`src/rtl/pcm_port_pkg.sv`:
```
`timescale 1ns/1ps
package pcm_port_pkg;
  localparam int POS_W  = 12;             // bit position / frame length width
  localparam int SMP_W  = 32;             // sample width
  localparam int WID_W  = 6;              // slot width field
  localparam int IDX_W  = $clog2(SMP_W);
  localparam int ADDR_W = 3;
  localparam int DATA_W = POS_W + WID_W;

  typedef struct packed {
    logic [WID_W-1:0] width;
    logic [POS_W-1:0] start;
  } slot_t;

  typedef struct packed {
    logic             enable;
    logic             sext;
    logic [POS_W-1:0] flen;
    logic [POS_W-1:0] slen;
    slot_t            tx0;
    slot_t            tx1;
    slot_t            rx0;
    slot_t            rx1;
  } cfg_t;

  function automatic logic in_slot(slot_t s, logic [POS_W-1:0] p);
    logic [POS_W:0] endp;
    endp = {1'b0, s.start} + (POS_W+1)'(s.width);
    return (s.width != '0) && (p >= s.start) && ({1'b0, p} < endp);
  endfunction

  function automatic logic [IDX_W-1:0] slot_index(slot_t s, logic [POS_W-1:0] p);
    logic [WID_W-1:0] r;
    r = s.width - 1'b1 - WID_W'(p - s.start);
    return IDX_W'(r);
  endfunction

  function automatic logic [WID_W-1:0] clamp_width(logic [WID_W-1:0] v);
    return (v > WID_W'(SMP_W)) ? WID_W'(SMP_W) : v;
  endfunction

  function automatic logic [SMP_W-1:0] sign_fill(logic [SMP_W-1:0] v, logic [WID_W-1:0] w,
                                                 logic se);
    logic [SMP_W-1:0] r;
    logic sb;
    sb = (w != '0) ? v[IDX_W'(w - 1'b1)] : 1'b0;
    for (int i = 0; i < SMP_W; i++) r[i] = (i < int'(w)) ? v[i] : (se & sb);
    return r;
  endfunction
endpackage

```
`src/rtl/pcm_cfg_regs.sv`:
```
`timescale 1ns/1ps
module pcm_cfg_regs
  import pcm_port_pkg::*;
(
  input  logic              clk,
  input  logic              rst,
  input  logic              we,
  input  logic [ADDR_W-1:0] addr,
  input  logic [DATA_W-1:0] wdata,
  input  logic              load,
  output cfg_t              act
);
  cfg_t  shad;
  slot_t wslot;

  always_comb begin
    wslot.start = wdata[POS_W-1:0];
    wslot.width = clamp_width(wdata[DATA_W-1:POS_W]);
  end

  always_ff @(posedge clk) begin
    if (rst) begin
      shad      <= '0;
      shad.flen <= POS_W'(64);
      shad.slen <= POS_W'(1);
    end else if (we) begin
      case (addr)
        3'd0: shad.flen <= wdata[POS_W-1:0];
        3'd1: shad.slen <= wdata[POS_W-1:0];
        3'd2: shad.tx0  <= wslot;
        3'd3: shad.tx1  <= wslot;
        3'd4: shad.rx0  <= wslot;
        3'd5: shad.rx1  <= wslot;
        3'd6: begin
          shad.enable <= wdata[0];
          shad.sext   <= wdata[1];
        end
        default: ;
      endcase
    end
  end

  always_ff @(posedge clk) begin
    if (rst) begin
      act      <= '0;
      act.flen <= POS_W'(64);
      act.slen <= POS_W'(1);
    end else if (load) begin
      act <= shad;
    end
  end
endmodule

```
`src/rtl/pcm_bit_timer.sv`:
```
`timescale 1ns/1ps
module pcm_bit_timer
  import pcm_port_pkg::*;
#(
  parameter int BCLK_HALF = 2
) (
  input  logic             clk,
  input  logic             rst,
  input  logic             run,
  input  logic [POS_W-1:0] flen,
  output logic             bclk,
  output logic             fall_tick,
  output logic             rise_tick,
  output logic [POS_W-1:0] pos,
  output logic [POS_W-1:0] cur_bit,
  output logic             have_bit
);
  localparam int DW = (BCLK_HALF > 1) ? $clog2(BCLK_HALF) : 1;
  logic [DW-1:0] dcnt;
  logic          step;

  assign step      = run && (dcnt == DW'(BCLK_HALF - 1));
  assign fall_tick = step && bclk;
  assign rise_tick = step && !bclk;

  always_ff @(posedge clk) begin
    if (rst || !run) begin
      dcnt     <= '0;
      bclk     <= 1'b0;
      pos      <= '0;
      cur_bit  <= '0;
      have_bit <= 1'b0;
    end else if (step) begin
      dcnt <= '0;
      bclk <= ~bclk;
      if (bclk) begin
        cur_bit  <= pos;
        have_bit <= 1'b1;
        pos      <= (pos == flen - 1'b1) ? '0 : pos + 1'b1;
      end
    end else begin
      dcnt <= dcnt + 1'b1;
    end
  end

  AST_POS_IN_FRAME: assert property (@(posedge clk) disable iff (rst)
    (flen != '0) |-> (pos < flen));
  AST_BCLK_IDLE: assert property (@(posedge clk) disable iff (rst)
    !run |=> !bclk);
endmodule

```
`src/rtl/pcm_tx_slots.sv`:
```
`timescale 1ns/1ps
module pcm_tx_slots
  import pcm_port_pkg::*;
(
  input  logic             clk,
  input  logic             rst,
  input  logic             run,
  input  logic             latch,
  input  logic             fall_tick,
  input  logic [POS_W-1:0] pos,
  input  logic [POS_W-1:0] slen,
  input  slot_t            slot0,
  input  slot_t            slot1,
  input  logic [SMP_W-1:0] word0,
  input  logic [SMP_W-1:0] word1,
  output logic             dout,
  output logic             fsync
);
  logic [SMP_W-1:0] hold0, hold1;
  logic             hit0, hit1, nxt_bit;

  always_ff @(posedge clk) begin
    if (rst) begin
      hold0 <= '0;
      hold1 <= '0;
    end else if (latch) begin
      hold0 <= word0;
      hold1 <= word1;
    end
  end

  always_comb begin
    hit0 = in_slot(slot0, pos);
    hit1 = in_slot(slot1, pos);
    if (hit0)      nxt_bit = hold0[slot_index(slot0, pos)];
    else if (hit1) nxt_bit = hold1[slot_index(slot1, pos)];
    else           nxt_bit = 1'b0;
  end

  always_ff @(posedge clk) begin
    if (rst || !run) begin
      dout  <= 1'b0;
      fsync <= 1'b0;
    end else if (fall_tick) begin
      dout  <= nxt_bit;
      fsync <= (pos < slen);
    end
  end
endmodule

```
`src/rtl/pcm_rx_slots.sv`:
```
`timescale 1ns/1ps
module pcm_rx_slots
  import pcm_port_pkg::*;
(
  input  logic             clk,
  input  logic             rst,
  input  logic             sample,
  input  logic             frame_end,
  input  logic [POS_W-1:0] cur_bit,
  input  logic             din,
  input  slot_t            slot0,
  input  slot_t            slot1,
  input  logic             sext,
  output logic [SMP_W-1:0] word0,
  output logic [SMP_W-1:0] word1,
  output logic             valid
);
  logic [SMP_W-1:0] sh0, sh1, base0, base1, nxt0, nxt1;

  always_comb begin
    base0 = (cur_bit == '0) ? '0 : sh0;
    base1 = (cur_bit == '0) ? '0 : sh1;
    nxt0  = in_slot(slot0, cur_bit) ? {base0[SMP_W-2:0], din} : base0;
    nxt1  = in_slot(slot1, cur_bit) ? {base1[SMP_W-2:0], din} : base1;
  end

  always_ff @(posedge clk) begin
    if (rst) begin
      sh0   <= '0;
      sh1   <= '0;
      word0 <= '0;
      word1 <= '0;
      valid <= 1'b0;
    end else begin
      valid <= 1'b0;
      if (sample) begin
        sh0 <= nxt0;
        sh1 <= nxt1;
        if (frame_end) begin
          word0 <= sign_fill(nxt0, slot0.width, sext);
          word1 <= sign_fill(nxt1, slot1.width, sext);
          valid <= 1'b1;
        end
      end
    end
  end

  AST_RX_ONE_PULSE: assert property (@(posedge clk) disable iff (rst)
    valid |=> !valid);
endmodule

```
`src/rtl/pcm_frame_port.sv`:
```
`timescale 1ns/1ps
module pcm_frame_port
  import pcm_port_pkg::*;
#(
  parameter int BCLK_HALF = 2
) (
  input  logic              clk,
  input  logic              rst,
  input  logic              cfg_we,
  input  logic [ADDR_W-1:0] cfg_addr,
  input  logic [DATA_W-1:0] cfg_wdata,
  input  logic [SMP_W-1:0]  tx_word0,
  input  logic [SMP_W-1:0]  tx_word1,
  output logic              tx_ready,
  input  logic              din,
  output logic              bclk,
  output logic              fsync,
  output logic              dout,
  output logic [SMP_W-1:0]  rx_word0,
  output logic [SMP_W-1:0]  rx_word1,
  output logic              rx_valid
);
  cfg_t             act;
  logic             fall_tick, rise_tick, have_bit, end_tick, load, sample;
  logic [POS_W-1:0] pos, cur_bit;

  assign sample   = rise_tick && have_bit;
  assign end_tick = sample && (cur_bit == act.flen - 1'b1);
  assign load     = !act.enable || end_tick;

  pcm_cfg_regs u_regs (
    .clk(clk), .rst(rst), .we(cfg_we), .addr(cfg_addr), .wdata(cfg_wdata),
    .load(load), .act(act)
  );

  pcm_bit_timer #(.BCLK_HALF(BCLK_HALF)) u_timer (
    .clk(clk), .rst(rst), .run(act.enable), .flen(act.flen), .bclk(bclk),
    .fall_tick(fall_tick), .rise_tick(rise_tick), .pos(pos),
    .cur_bit(cur_bit), .have_bit(have_bit)
  );

  pcm_tx_slots u_tx (
    .clk(clk), .rst(rst), .run(act.enable), .latch(load), .fall_tick(fall_tick),
    .pos(pos), .slen(act.slen), .slot0(act.tx0), .slot1(act.tx1),
    .word0(tx_word0), .word1(tx_word1), .dout(dout), .fsync(fsync)
  );

  pcm_rx_slots u_rx (
    .clk(clk), .rst(rst), .sample(sample), .frame_end(end_tick),
    .cur_bit(cur_bit), .din(din), .slot0(act.rx0), .slot1(act.rx1),
    .sext(act.sext), .word0(rx_word0), .word1(rx_word1), .valid(rx_valid)
  );

  always_ff @(posedge clk) begin
    if (rst) tx_ready <= 1'b0;
    else     tx_ready <= end_tick;
  end

  AST_DOUT_HELD_HIGH: assert property (@(posedge clk) disable iff (rst)
    (bclk && $past(bclk)) |-> $stable(dout));
  AST_SYNC_AT_BIT0: assert property (@(posedge clk) disable iff (rst)
    $rose(fsync) |-> (cur_bit == '0));
  AST_TXRDY_ONE_PULSE: assert property (@(posedge clk) disable iff (rst)
    tx_ready |=> !tx_ready);
  AST_TXRDY_WITH_RX: assert property (@(posedge clk) disable iff (rst)
    tx_ready |-> rx_valid);
endmodule

```
`config.mk`:
```
export PLATFORM = sky130hd
export DESIGN_NAME = pcm_frame_port
export DESIGN_NICKNAME = d
export VERILOG_FILES = /design/src/rtl/pcm_port_pkg.sv /design/src/rtl/pcm_cfg_regs.sv /design/src/rtl/pcm_bit_timer.sv /design/src/rtl/pcm_tx_slots.sv /design/src/rtl/pcm_rx_slots.sv /design/src/rtl/pcm_frame_port.sv
export SDC_FILE = /design/constraint.sdc
export NUM_CORES = 1
export LEC_CHECK = 0
export ABC_AREA = 1
export BUFFER_PORTS_ARGS = -buffer_cell sky130_fd_sc_hd__buf_4
export CAP_MARGIN = 30
export CORE_MARGIN = 1.5
export CORE_UTILIZATION = 30
export CTS_CLUSTER_DIAMETER = 60
export DETAILED_ROUTE_END_ITERATION = 16
export GPL_TIMING_DRIVEN = 0
export PLACE_DENSITY = 0.54
export SLEW_MARGIN = 25
export SYNTH_ARGS = -nofsm -noshare
export SYNTH_HDL_FRONTEND = slang
export SYNTH_SLANG_ARGS = --single-unit
export TNS_END_PERCENT = 10
```
`constraint.sdc`:
```
create_clock -name clk -period 11.7 [get_ports clk]
set_input_delay 0.585 -clock clk [delete_from_list [all_inputs] [get_ports clk]]
set_output_delay 0.585 -clock clk [all_outputs]
set_load 0.1 [all_outputs]
```
## Yosys cells after proc, flatten, opt, wreduce, memory -nomap -nowiden

Cells that the tools add are included.

- Add/subtract/negate cells: 15
- Magnitude comparators: 78
- Equality and inequality tests: 8
- Mux-type cells: 83
- Bitwise gates (word level): 4
- Reductions and logical operators: 34

Operator list:

| kind | count |
|---|---|
| $lt A5 B6 Y1 const A | 32 |
| $mux W32 | 4 |
| $lt A4 B6 Y1 const A | 16 |
| $mux W1 | 73 |
| $add A12 B6 Y13 | 4 |
| $lt A12 B13 Y1 | 4 |
| $ge A12 B12 Y1 | 4 |
| $lt A3 B6 Y1 const A | 8 |
| $eq A12 B12 Y1 | 2 |
| $lt A1 B6 Y1 const A | 4 |
| $lt A2 B6 Y1 const A | 4 |
| $lt A5 B6 Y1 const B | 4 |
| $reduce_bool A6 Y1 | 4 |
| $bmux W1 S5 | 4 |
| $sub A5 B1 Y5 const B | 4 |
| $sub A5 B5 Y5 | 4 |
| $reduce_and A2 Y1 | 9 |
| $logic_and A1 B1 Y1 | 13 |
| $add A12 B1 Y12 const B | 1 |
| $logic_not A12 Y1 | 1 |
| $lt A12 B12 Y1 | 1 |
| $mux W12 | 1 |
| $sub A12 B1 Y12 const B | 1 |
| $eq A3 B3 Y1 const B | 3 |
| other kinds (11) | 17 |

- Flip-flop bits (word level): 419
- Bits of input ports: 89

## Logic depth before layout (Yosys ltp)

Gate-level depths: netlist (run 1).

- Depth after elaboration: 9
- Mapped depth: 31
- Gate-level depth less buffers: 29

## Hierarchy

Synthesis (run 1) repeated with hierarchy kept, for this count alone.

- Cell total of the unflattened synthesis: 3,867
- Area total of the unflattened synthesis: 25,145.4 µm²

Modules (own cells, without submodules):

| module | times used | cells each | area an instance (µm²) | seq. area each (µm²) |
|---|---|---|---|---|
| pcm_rx_slots | 1 | 1,755 | 10,226.1 | 2,582.5 |
| pcm_cfg_regs | 1 | 859 | 6,896.6 | 3,923.8 |
| pcm_tx_slots | 1 | 879 | 5,803.1 | 1,321.3 |
| pcm_bit_timer | 1 | 259 | 1,649.1 | 540.5 |
| pcm_frame_port | 1 | 115 | 570.5 | 20.0 |

## Worst setup path before layout (run 1)

OpenSTA, ideal clock, no wires.

- Kind: flip-flop to flip-flop
- From: reg u_regs.act[13] (netlist name)
- To: reg u_rx.word1[31]
- Setup time: 0.122 ns
- Arrival time: 3.561 ns
- Data required time: 11.578 ns
- Slack: 8.017 ns
- Cell stages (with the launch flop): 27
- Buffers on the path: 2
- Period minus slack after synthesis: 3.683 ns
- Cells stage by stage: dfxtp_1 > inv_1 > fa_1 > inv_1 > nand2_1 > nand2_1 > nand2_1 > inv_1 > a21oi_1 > nor2_1 > xor2_1 > ha_1 > a21oi_1 > o21a_1 > nand2_1 > nand3_1 > clkbuf_1 > nand4_1 > nand3_1 > nand3_1 > nand3_1 > nand3_1 > nand3_1 > nand2_2 > buf_6 > nand3_1 > a21oi_1

- Longest elaborated chain between the ends: 9

RTL lines:

| element | RTL line | RTL |
|---|---|---|
| $add A12 B6 Y13 / $reduce_bool A6 Y1 (equally long branches) | pcm_port_pkg.sv:28, pcm_port_pkg.sv:29, pcm_port_pkg.sv:46 |  |
| $lt A12 B13 Y1 / $logic_and A1 B1 Y1 (equally long branches) | pcm_port_pkg.sv:29 | `return (s.width != '0) && (p >= s.start) && ({1'b0, p} < endp);` |
| $logic_and A1 B1 Y1 | pcm_port_pkg.sv:29 |  |
| $mux W32 | pcm_rx_slots.sv:24 | `nxt1 = in_slot(slot1, cur_bit) ? {base1[SMP_W-2:0], din} : base1;` |
| $bmux W1 S5 | pcm_port_pkg.sv:46 | `sb = (w != '0) ? v[IDX_W'(w - 1'b1)] : 1'b0;` |
| $mux W1 (implied by the code) | pcm_port_pkg.sv:46 |  |
| $mux W1 | pcm_port_pkg.sv:46 |  |
| $and A1 B1 Y1 | pcm_port_pkg.sv:47 | `for (int i = 0; i < SMP_W; i++) r[i] = (i < int'(w)) ? v[i] : (se & sb);` |
| $mux W1 * | pcm_port_pkg.sv:47 |  |
| end signal: assignment | pcm_rx_slots.sv:41 | `word1 <= sign_fill(nxt1, slot1.width, sext);` |
| end: declaration | pcm_rx_slots.sv:15 | `output logic [SMP_W-1:0] word1,` |

Mark *: on every way between the ends. The rest lies on a longest branch, timed or not. The select of a mux whose other input is x is not followed.
A chain may end at the register's enable or synchronous reset.

## Worst setup path after layout (run 1)

- From: reg u_regs.act[13] (netlist name)
- To: reg u_rx.word1[7]

- Longest elaborated chain between the ends: 9

RTL lines:

| element | RTL line |
|---|---|
| $add A12 B6 Y13 / $reduce_bool A6 Y1 (equally long branches) | pcm_port_pkg.sv:28, pcm_port_pkg.sv:29, pcm_port_pkg.sv:46 |
| $lt A12 B13 Y1 / $logic_and A1 B1 Y1 (equally long branches) | pcm_port_pkg.sv:29 |
| $logic_and A1 B1 Y1 | pcm_port_pkg.sv:29 |
| $mux W32 | pcm_rx_slots.sv:24 |
| $bmux W1 S5 | pcm_port_pkg.sv:46 |
| $mux W1 (implied by the code) | pcm_port_pkg.sv:46 |
| $mux W1 | pcm_port_pkg.sv:46 |
| $and A1 B1 Y1 | pcm_port_pkg.sv:47 |
| $mux W1 * | pcm_port_pkg.sv:47 |

Marked as above.

==> results of run 1 <==
[flip-flops by register name, summed over array words and instances (netlist names)]
name	count
u_timer.dcnt	1
u_rx.word1	32
u_rx.valid	1
u_regs.shad	98
u_rx.sh0	32
u_rx.word0	32
u_rx.sh1	32
u_timer.pos	12
u_timer.cur_bit	12
u_tx.hold0	32
u_tx.dout	1
u_timer.bclk	1
u_tx.hold1	32
u_timer.have_bit	1
tx_ready	1
u_tx.fsync	1
u_regs.act	98
[power breakdown]
part | switching, uW | total (uW) | internal, uW | leakage (uW)
combinational | 469 | 689 | 220 | 0.00847
clock | 710 | 1760 | 1050 | 0.000935
sequential | 29.7 | 1500 | 1470 | 0.00341
total | 1210 | 3940 | 2740 | 0.0128
[layout make-up]
cell class,instances,area (um2),area share (%)
repair buffers,156,1171,4.214
clock buffers,73,1583,5.695
flip-flops and latches,419,8388,30.18
clock inverters,23,324.1,1.166
plain buffers,179,825.8,2.971
well taps,1040,1301,4.682
multi-input cells,2369,12730,45.79
inverters,393,1475,5.307
[critical path: cells and delay by family, from the launching register on]
family / cells / cell delay [ns]
simple gates: 14 / 1.66
buf+inv: 5 / 1.33
fa+ha+maj: 2 / 0.81
flops: 1 / 0.77
compound gates: 4 / 0.45
xor+xnor: 1 / 0.17
[layout by cell type (no fill, tap or decap), types with 10 or more instances in the layout]
| cell type | Yosys | final |
|---|---|---|
| a21oi_1 | 276 | 276 |
| xnor2_1 | 15 | 15 |
| o21ai_0 | 395 | 395 |
| nand3_1 | 230 | 230 |
| clkbuf_16 | 0 | 54 |
| buf_2 | 47 | 47 |
| and2_1 | 41 | 41 |
| clkbuf_1 | 116 | 118 |
| nor4_1 | 10 | 10 |
| nand2_1 | 451 | 451 |
| buf_6 | 12 | 12 |
| ha_1 | 139 | 139 |
| buf_4 | 1 | 157 |
| nor2_1 | 474 | 474 |
| o211ai_1 | 35 | 35 |
| clkbuf_8 | 0 | 16 |
| nor3_1 | 13 | 13 |
| fa_1 | 14 | 14 |
| nand4_1 | 68 | 68 |
| xor2_1 | 59 | 59 |
| o21ai_1 | 70 | 70 |
| dfxtp_1 | 419 | 419 |
| inv_1 | 379 | 379 |
[cells by family after synthesis]
family	share of synthesized area [%]
AO/OA/AOI/OAI	18.50
adder cells (fa/ha/maj)	8.625
XOR/XNOR	2.907
buffers and inverters	9.822
multiplexers	0.1710
AND/OR/NAND/NOR	24.15
flip-flops	35.83
[per-layer routing]
metal	GRT usage [%]	up-vias	share of wire (%)
met1	28.55	10524	47
met4	7.062	2	3.4
met2	32.77	713	43
met3	3.428	147	5.9
li1	-	11527	-
met5	0	-	0.024
[how the worst max path moves through the flow]
stage	startpoint	endpoint	slack, ns	cells after the start
global route	u_regs.act[13]$_SDFFE_PP0P_	u_rx.word1[6]$_SDFFE_PP0P_	6.08	26
detailed placement	u_regs.act[13]$_SDFFE_PP0P_	u_rx.word1[7]$_SDFFE_PP0P_	6.60	26
CTS	u_regs.act[13]$_SDFFE_PP0P_	u_rx.word1[7]$_SDFFE_PP0P_	6.58	26
floorplan	u_regs.act[13]$_SDFFE_PP0P_	u_rx.word1[31]$_SDFFE_PP0P_	8.02	26
finish	u_regs.act[13]$_SDFFE_PP0P_	u_rx.word1[7]$_SDFFE_PP0P_	6.37	26
global placement	u_regs.act[13]$_SDFFE_PP0P_	u_rx.word1[31]$_SDFFE_PP0P_	6.59	26
[stage by stage]
stage / std cells / util (%)
finish: 4652 / 35.94
global route: 4652 / 35.94
CTS: 4652 / 35.94
detailed placement: 4556 / 33.47
global placement: 4556 / 33.47
floorplan: 3360 / -
==> impl_metrics.py, run 1 <==
metrics = {
    "status": {
        "outcome": "finished, final reports clean",
    },
    "routing": {
        "vias": 22913,
        "post_drt_wl_per_cell_um": 17.93,
        "drt_first_pass_iters": 6,
        "ant_nets": 0,
        "drc": 0,
        "finalWirelength_um": 83430,
        "drt_iter0_drc": 1757,
        "via_per_inst": 4.925,
    },
    "synthesis": {
        "synth_ff_type": "dfxtp_1",
        "synth_area_leaders": "dfxtp_1 36%, o21ai_0 8.4%, nor2_1 7.6%, ha_1 7.4%, nand2_1 7.2%",
        "yosysMostFrequentCell": "nor2_1",
        "syn-mean-instance-area_um2": 6.968,
        "async_flop_share_pct": 0,
        "synth_edf_count": 0,
        "synthTopCellsByCount": "474 x nor2_1, 451 x nand2_1, 419 x dfxtp_1",
        "syn_area_mm2": 0.02341,
        "ys_seq_area_share_pct": 35.83,
        "synth_fp_nets": 3602,
        "yosysTopAreaCell": "dfxtp_1",
        "synth_top_area_share_pct": 35.83,
        "synth_seq_cells": 419,
        "ys_warn_count": 0,
        "ys_types": 51,
        "syn_inst": 3360,
    },
    "cts": {
        "cts_resized": 0,
        "clk_pin_slew_ns": 0.07,
        "cts_sinks": 419,
        "cts_tree": "done",
        "cts_hold_buffers": 0,
        "cts-root-buf": "clkbuf_16",
        "cts_setup_buffers": 0,
        "clk_path_buf_depth": 3,
        "cts_buffers": 54,
        "cts_htree_levels": 2,
        "clock_latency_ns": 0.65,
    },
    "global_routing": {
        "grt_pass1_vias": 21751,
        "grt_pass1_wl_um": 128100,
        "overflow": 0,
        "grt_start_max_net_pins": 17,
        "grt_antenna_before_repair": 1,
        "groute.usage.overall_pct": 20.76,
    },
    "cells_and_area": {
        "drive_gt1_share_pct": 9.468,
        "layout.nets": 3814,
        "nFillCells": 8449,
        "finalInstanceArea_mm2": 0.02779,
        "area_growth_pct": 18.71,
        "antenna_cells": 0,
    },
    "die": {
        "io_pins": 158,
        "die_y_um": 282.4,
        "die_w_um": 282.4,
        "dieArea_mm2": 0.07973,
        "rows": 102,
        "coreArea_mm2": 0.07734,
        "initial_utilization_pct": 30.27,
    },
    "worst_setup_path": {
        "worst_path_max_delay_cell": "dfxtp_1",
        "cp-end-kind": "register",
        "start_kind": "register",
        "r2r_slack_ns": 6.37,
        "slowest_delay_ns": 0.77,
        "r2r-end": "u_rx.word1[7]$_SDFFE_PP0P_",
        "crit_top_cell": "nand3_1",
        "worstPathArrival_ns": 5.83,
        "cp_max_fo": 10,
        "r2r_cells": 26,
        "r2r-start": "u_regs.act[13]$_SDFFE_PP0P_",
        "cp.required_ns": 12.20,
        "setup.worst_path.class": "reg -> reg",
    },
    "sta": {
        "slew_headroom_pct": 33.17,
        "timing.hold.ws_ns": 0.1503,
        "setup_viol": 0,
        "fin_ws_ns": 6.369,
        "fin_worst_skew_ns": 0.04402,
        "hold_viol": 0,
        "max_freq_mhz": 187.6,
        "finalCritPeriodShare_pct": 45.56,
        "worstMarginPinSlew_ns": 1.002,
        "layout_min_cycle_time_ns": 5.331,
        "maxSlewViolCount": 0,
        "rsz0062_at_grt": "no",
        "setup_tns_ns": 0,
    },
    "place": {
        "place_area_mm2": 0.02589,
        "dpl_worst_slack_ns": 6.598,
        "gp_congestion": 0.9595,
        "portBuffers": 156,
        "hpwl_um": 63580,
    },
    "hold_path": {
        "hold_path_startpoint": "tx_word0[1]",
        "worstHoldEndpoint": "u_tx.hold0[1]$_SDFFE_PP0P_",
        "holdPathStages": 3,
        "hold_class": "in -> reg",
    },
    "pwr": {
        "p_per_area_mw_per_mm2": 141.9,
        "peakVddDrop_uv": 106.3,
        "total_power_uw": 3943,
        "leakagePower_uw": 0.01281,
    },
    "job": {
        "maxCapViolCount": 0,
    },
}
Note: power is estimated with default switching activity, not from simulation.
==> inputs of run 2 (changes only) <==
--- a/config.mk
+++ b/config.mk
@@ -5,7 +5,7 @@
 export SDC_FILE = /design/constraint.sdc
 export NUM_CORES = 1
 export LEC_CHECK = 0
-export ABC_AREA = 1
+export ABC_AREA = 0
 export BUFFER_PORTS_ARGS = -buffer_cell sky130_fd_sc_hd__buf_4
 export CAP_MARGIN = 30
 export CORE_MARGIN = 1.5
@@ -13,7 +13,7 @@
 export CTS_CLUSTER_DIAMETER = 60
 export DETAILED_ROUTE_END_ITERATION = 16
 export GPL_TIMING_DRIVEN = 0
-export PLACE_DENSITY = 0.54
+export PLACE_DENSITY = 0.56
 export SLEW_MARGIN = 25
 export SYNTH_ARGS = -nofsm -noshare
 export SYNTH_HDL_FRONTEND = slang
==> constraint.sdc (replaced) <==
create_clock -name clk -period 4.3 [get_ports clk]
set_input_delay 0.215 -clock clk [delete_from_list [all_inputs] [get_ports clk]]
set_output_delay 0.215 -clock clk [all_outputs]
set_load 0.1 [all_outputs]
==> run 2 against run 1 <==
  * The run now ends with negative setup slack left
  * Via count is 1.4% higher
  * Highest routed layer is now met4
  * Final area rose by 7.6%
  * Clock skew is 0.0010 ns lower
  * Clock power grew 140%
  * Count of clock-buffer cells in the layout shrank 2
  * Largest power group unchanged
  * Critical path depth fell by 3
  * Critical path type unchanged
  * Wire length rose by 9.1%
==> impl_metrics.py, run 2 <==
metrics = {
    "status": {
        "outcome": "finished with violations",
        "violations": "negative setup slack",
    },
    "cts": {
        "clock_latency_ns": 0.63,
        "cts_sinks": 419,
        "cts_htree_levels": 2,
        "cts_buffers": 50,
        "clk_pin_slew_ns": 0.06,
        "cts-root-buf": "clkbuf_16",
        "clk_path_buf_depth": 3,
        "cts_tree": "done",
    },
    "pwr": {
        "p_sw_uw": 2297,
        "peakVddDrop_uv": 277.2,
        "pwr-share-clk_pct": 47.8,
        "p_comb_share_pct": 7.9,
        "p_int_uw": 6698,
        "pwr-share-seq_pct": 44.3,
        "total_power_uw": 8995,
        "leakagePower_uw": 0.01114,
        "swShare_pct": 25.54,
        "p_per_area_mw_per_mm2": 300.7,
    },
    "sta": {
        "hold_viol": 0,
        "setup_viol": 56,
        "fin_worst_skew_ns": 0.04300,
        "setup_tns_ns": -9.033,
        "rsz0062_at_grt": "yes",
        "timing.hold.ws_ns": 0.05326,
        "slew_headroom_pct": 32.89,
        "worstMarginPinSlew_ns": 1.007,
        "max_freq_mhz": 217.7,
        "layout_min_cycle_time_ns": 4.594,
        "finalCritPeriodShare_pct": 106.8,
        "fin_ws_ns": -0.2945,
        "maxSlewViolCount": 0,
    },
    "synthesis": {
        "synthTopCellsByCount": "709 x nand2_1, 421 x a21oi_1, 419 x dfxtp_1",
        "synth_seq_cells": 419,
        "syn-mean-instance-area_um2": 7.829,
        "yosysTopAreaCell": "dfxtp_1",
        "ys_seq_area_share_pct": 35.53,
        "synth_top_area_share_pct": 35.53,
        "syn_inst": 3016,
        "ys_types": 84,
        "synth_fp_nets": 3258,
        "synth_edf_count": 0,
        "synth_area_leaders": "dfxtp_1 36%, nand2_1 11%, a21oi_1 8.9%, ha_1 7.4%, xnor2_1 2.6%",
        "yosysMostFrequentCell": "nand2_1",
        "synth_ff_type": "dfxtp_1",
        "async_flop_share_pct": 0,
        "syn_area_mm2": 0.02361,
        "ys_warn_count": 0,
    },
    "routing": {
        "ant_nets": 0,
        "post_drt_wl_per_cell_um": 20.57,
        "drt_first_pass_iters": 7,
        "drc": 0,
        "drt_iter0_drc": 1817,
        "finalWirelength_um": 91030,
        "vias": 23244,
        "via_per_inst": 5.253,
    },
    "die": {
        "coreArea_mm2": 0.07772,
        "rows": 102,
        "die_y_um": 283.5,
        "io_pins": 158,
        "initial_utilization_pct": 30.38,
        "dieArea_mm2": 0.08040,
        "die_w_um": 283.5,
    },
    "cells_and_area": {
        "top_regs": "u_regs.act: 98 flops, u_regs.shad: 98 flops",
        "seqCellArea_mm2": 0.008416,
        "final_cell_mix": "706 x nand2_1, 409 x dfxtp_1, 405 x a21oi_1",
        "multiInputGateArea_mm2": 0.01466,
        "fin_cells": 4425,
        "nFillCells": 8084,
        "layout.nets": 3591,
        "area_growth_pct": 26.69,
        "antenna_cells": 0,
        "drive_gt1_share_pct": 15.54,
        "post-route-util_pct": 38.49,
        "final_common_cell": "nand2_1",
    },
    "place": {
        "hpwl_um": 65810,
        "gp_congestion": 0.9729,
        "portBuffers": 154,
        "dp_cells": 4213,
    },
    "worst_setup_path": {
        "cp_max_fo": 10,
        "worst_path_max_delay_cell": "fa_2",
        "worstPathArrival_ns": 5.04,
        "cp_cell_sequence": "ha_4, inv_2, fa_2, nor2b_2, o31a_1, o21a_1, nor2_4, nor3_2, xnor2_1, ha_1, nand4_1, nor3_2, a211o_1, o211ai_1, buf_4, nand2_8, and3_4, a311o_1, o2111a_2, a32oi_4, buf_12, buf_12, o31ai_2",
        "setup.worst_path.class": "reg -> reg",
        "r2r_slack_ns": -0.29,
        "slowest_delay_ns": 0.39,
        "start_kind": "register",
        "cp-end-kind": "register",
        "cp.required_ns": 4.75,
    },
    "global_routing": {
        "grt_pass1_wl_um": 137100,
        "groute.usage.overall_pct": 21.92,
        "grt_start_max_net_pins": 15,
        "grt_antenna_before_repair": 0,
        "grt_pass1_vias": 22333,
        "overflow": 0,
    },
    "job": {
        "maxCapViolCount": 0,
    },
    "hold_path": {
        "hold_class": "in -> reg",
    },
}
run 2: final timing paths:
| path | cells past startpoint | end | from |
|---|---|---|---|
| setup / recovery | 23 | u_rx.word0[15]$_SDFFE_PP0P_ | u_regs.act[18]$_SDFFE_PP0P_ |
| hold / removal | 5 | u_regs.shad[35]$_SDFFE_PP0P_ | cfg_addr[2] |
| setup reg to reg | 23 | u_rx.word0[15]$_SDFFE_PP0P_ | u_regs.act[18]$_SDFFE_PP0P_ |
| hold reg to reg | 2 | u_tx.hold0[4]$_SDFFE_PP0P_ | u_tx.hold0[4]$_SDFFE_PP0P_ |
run 2: metal layers:
metal	track usage [%]	share of wire [%]	routed length [um]
met1	28.24	43	39340
met2	37.14	47	42940
met3	3.368	6.1	5568
met4	7.513	3.5	3173
met5	0	0	0
run 2: cell families after synthesis:
| group | synth area share, % |
|---|---|
| buffers and inverters | 5.649 |
| XOR/XNOR | 3.842 |
| AND/OR/NAND/NOR | 22.88 |
| multiplexers | 4.382 |
| AO/OA/AOI/OAI | 19.17 |
| flip-flops | 35.53 |
| adder cells (fa/ha/maj) | 8.553 |
run 2: area by class of cell:
| cell class | count | area share [%] |
|---|---|---|
| Sequential cell | 419 | 28.13 |
| Timing Repair Buffer | 280 | 8.031 |
| Inverter | 103 | 1.292 |
| Clock buffer | 71 | 4.814 |
| Multi-Input combinational cell | 2294 | 49.02 |
| Buffer | 201 | 3.714 |
| Tap cell | 1040 | 4.350 |
| Clock inverter | 17 | 0.6483 |
run 2: worst max-delay path: cells and delay by family (launching register included):
kind,cells,cell delay (ns)
AO/OA/AOI/OAI,8,1.73
buffers and inverters,4,0.58
adder cells (fa/ha/maj),3,0.79
flip-flops,1,0.36
XOR/XNOR,1,0.15
AND/OR/NAND/NOR,7,0.83
run 2: power groups by stage:
stage / logic, uW / registers [uW] / clock network [uW]
finish: 707 / 3980 / 4300
global route: 758 / 3990 / 4510
CTS: 687 / 3980 / 4360
detailed placement: 590 / 4070 / 0
global placement: 584 / 4070 / 0
floorplan: 340 / 4060 / 0
run 2: metrics by stage:
stage | worst slack [ns] | area [um2]
2_1_floorplan | -0.02241 | 23650
3_3_place_gp | -1.150 | 26110
3_5_place_dp | -1.202 | 26150
4_1_cts | -0.1616 | 29490
5_1_grt | -0.4618 | 29910
6_report | -0.2945 | 29910
run 2: timing repair:
item / CTS / global route
setup buffers: 31 / 7
resized for setup: 136 / 86
hold endpoints to repair: 142 / 0
pin swaps: 62 / 47
hold buffers: 78 / 0
gates cloned: 5 / 0
setup endpoints to repair: 125 / 159
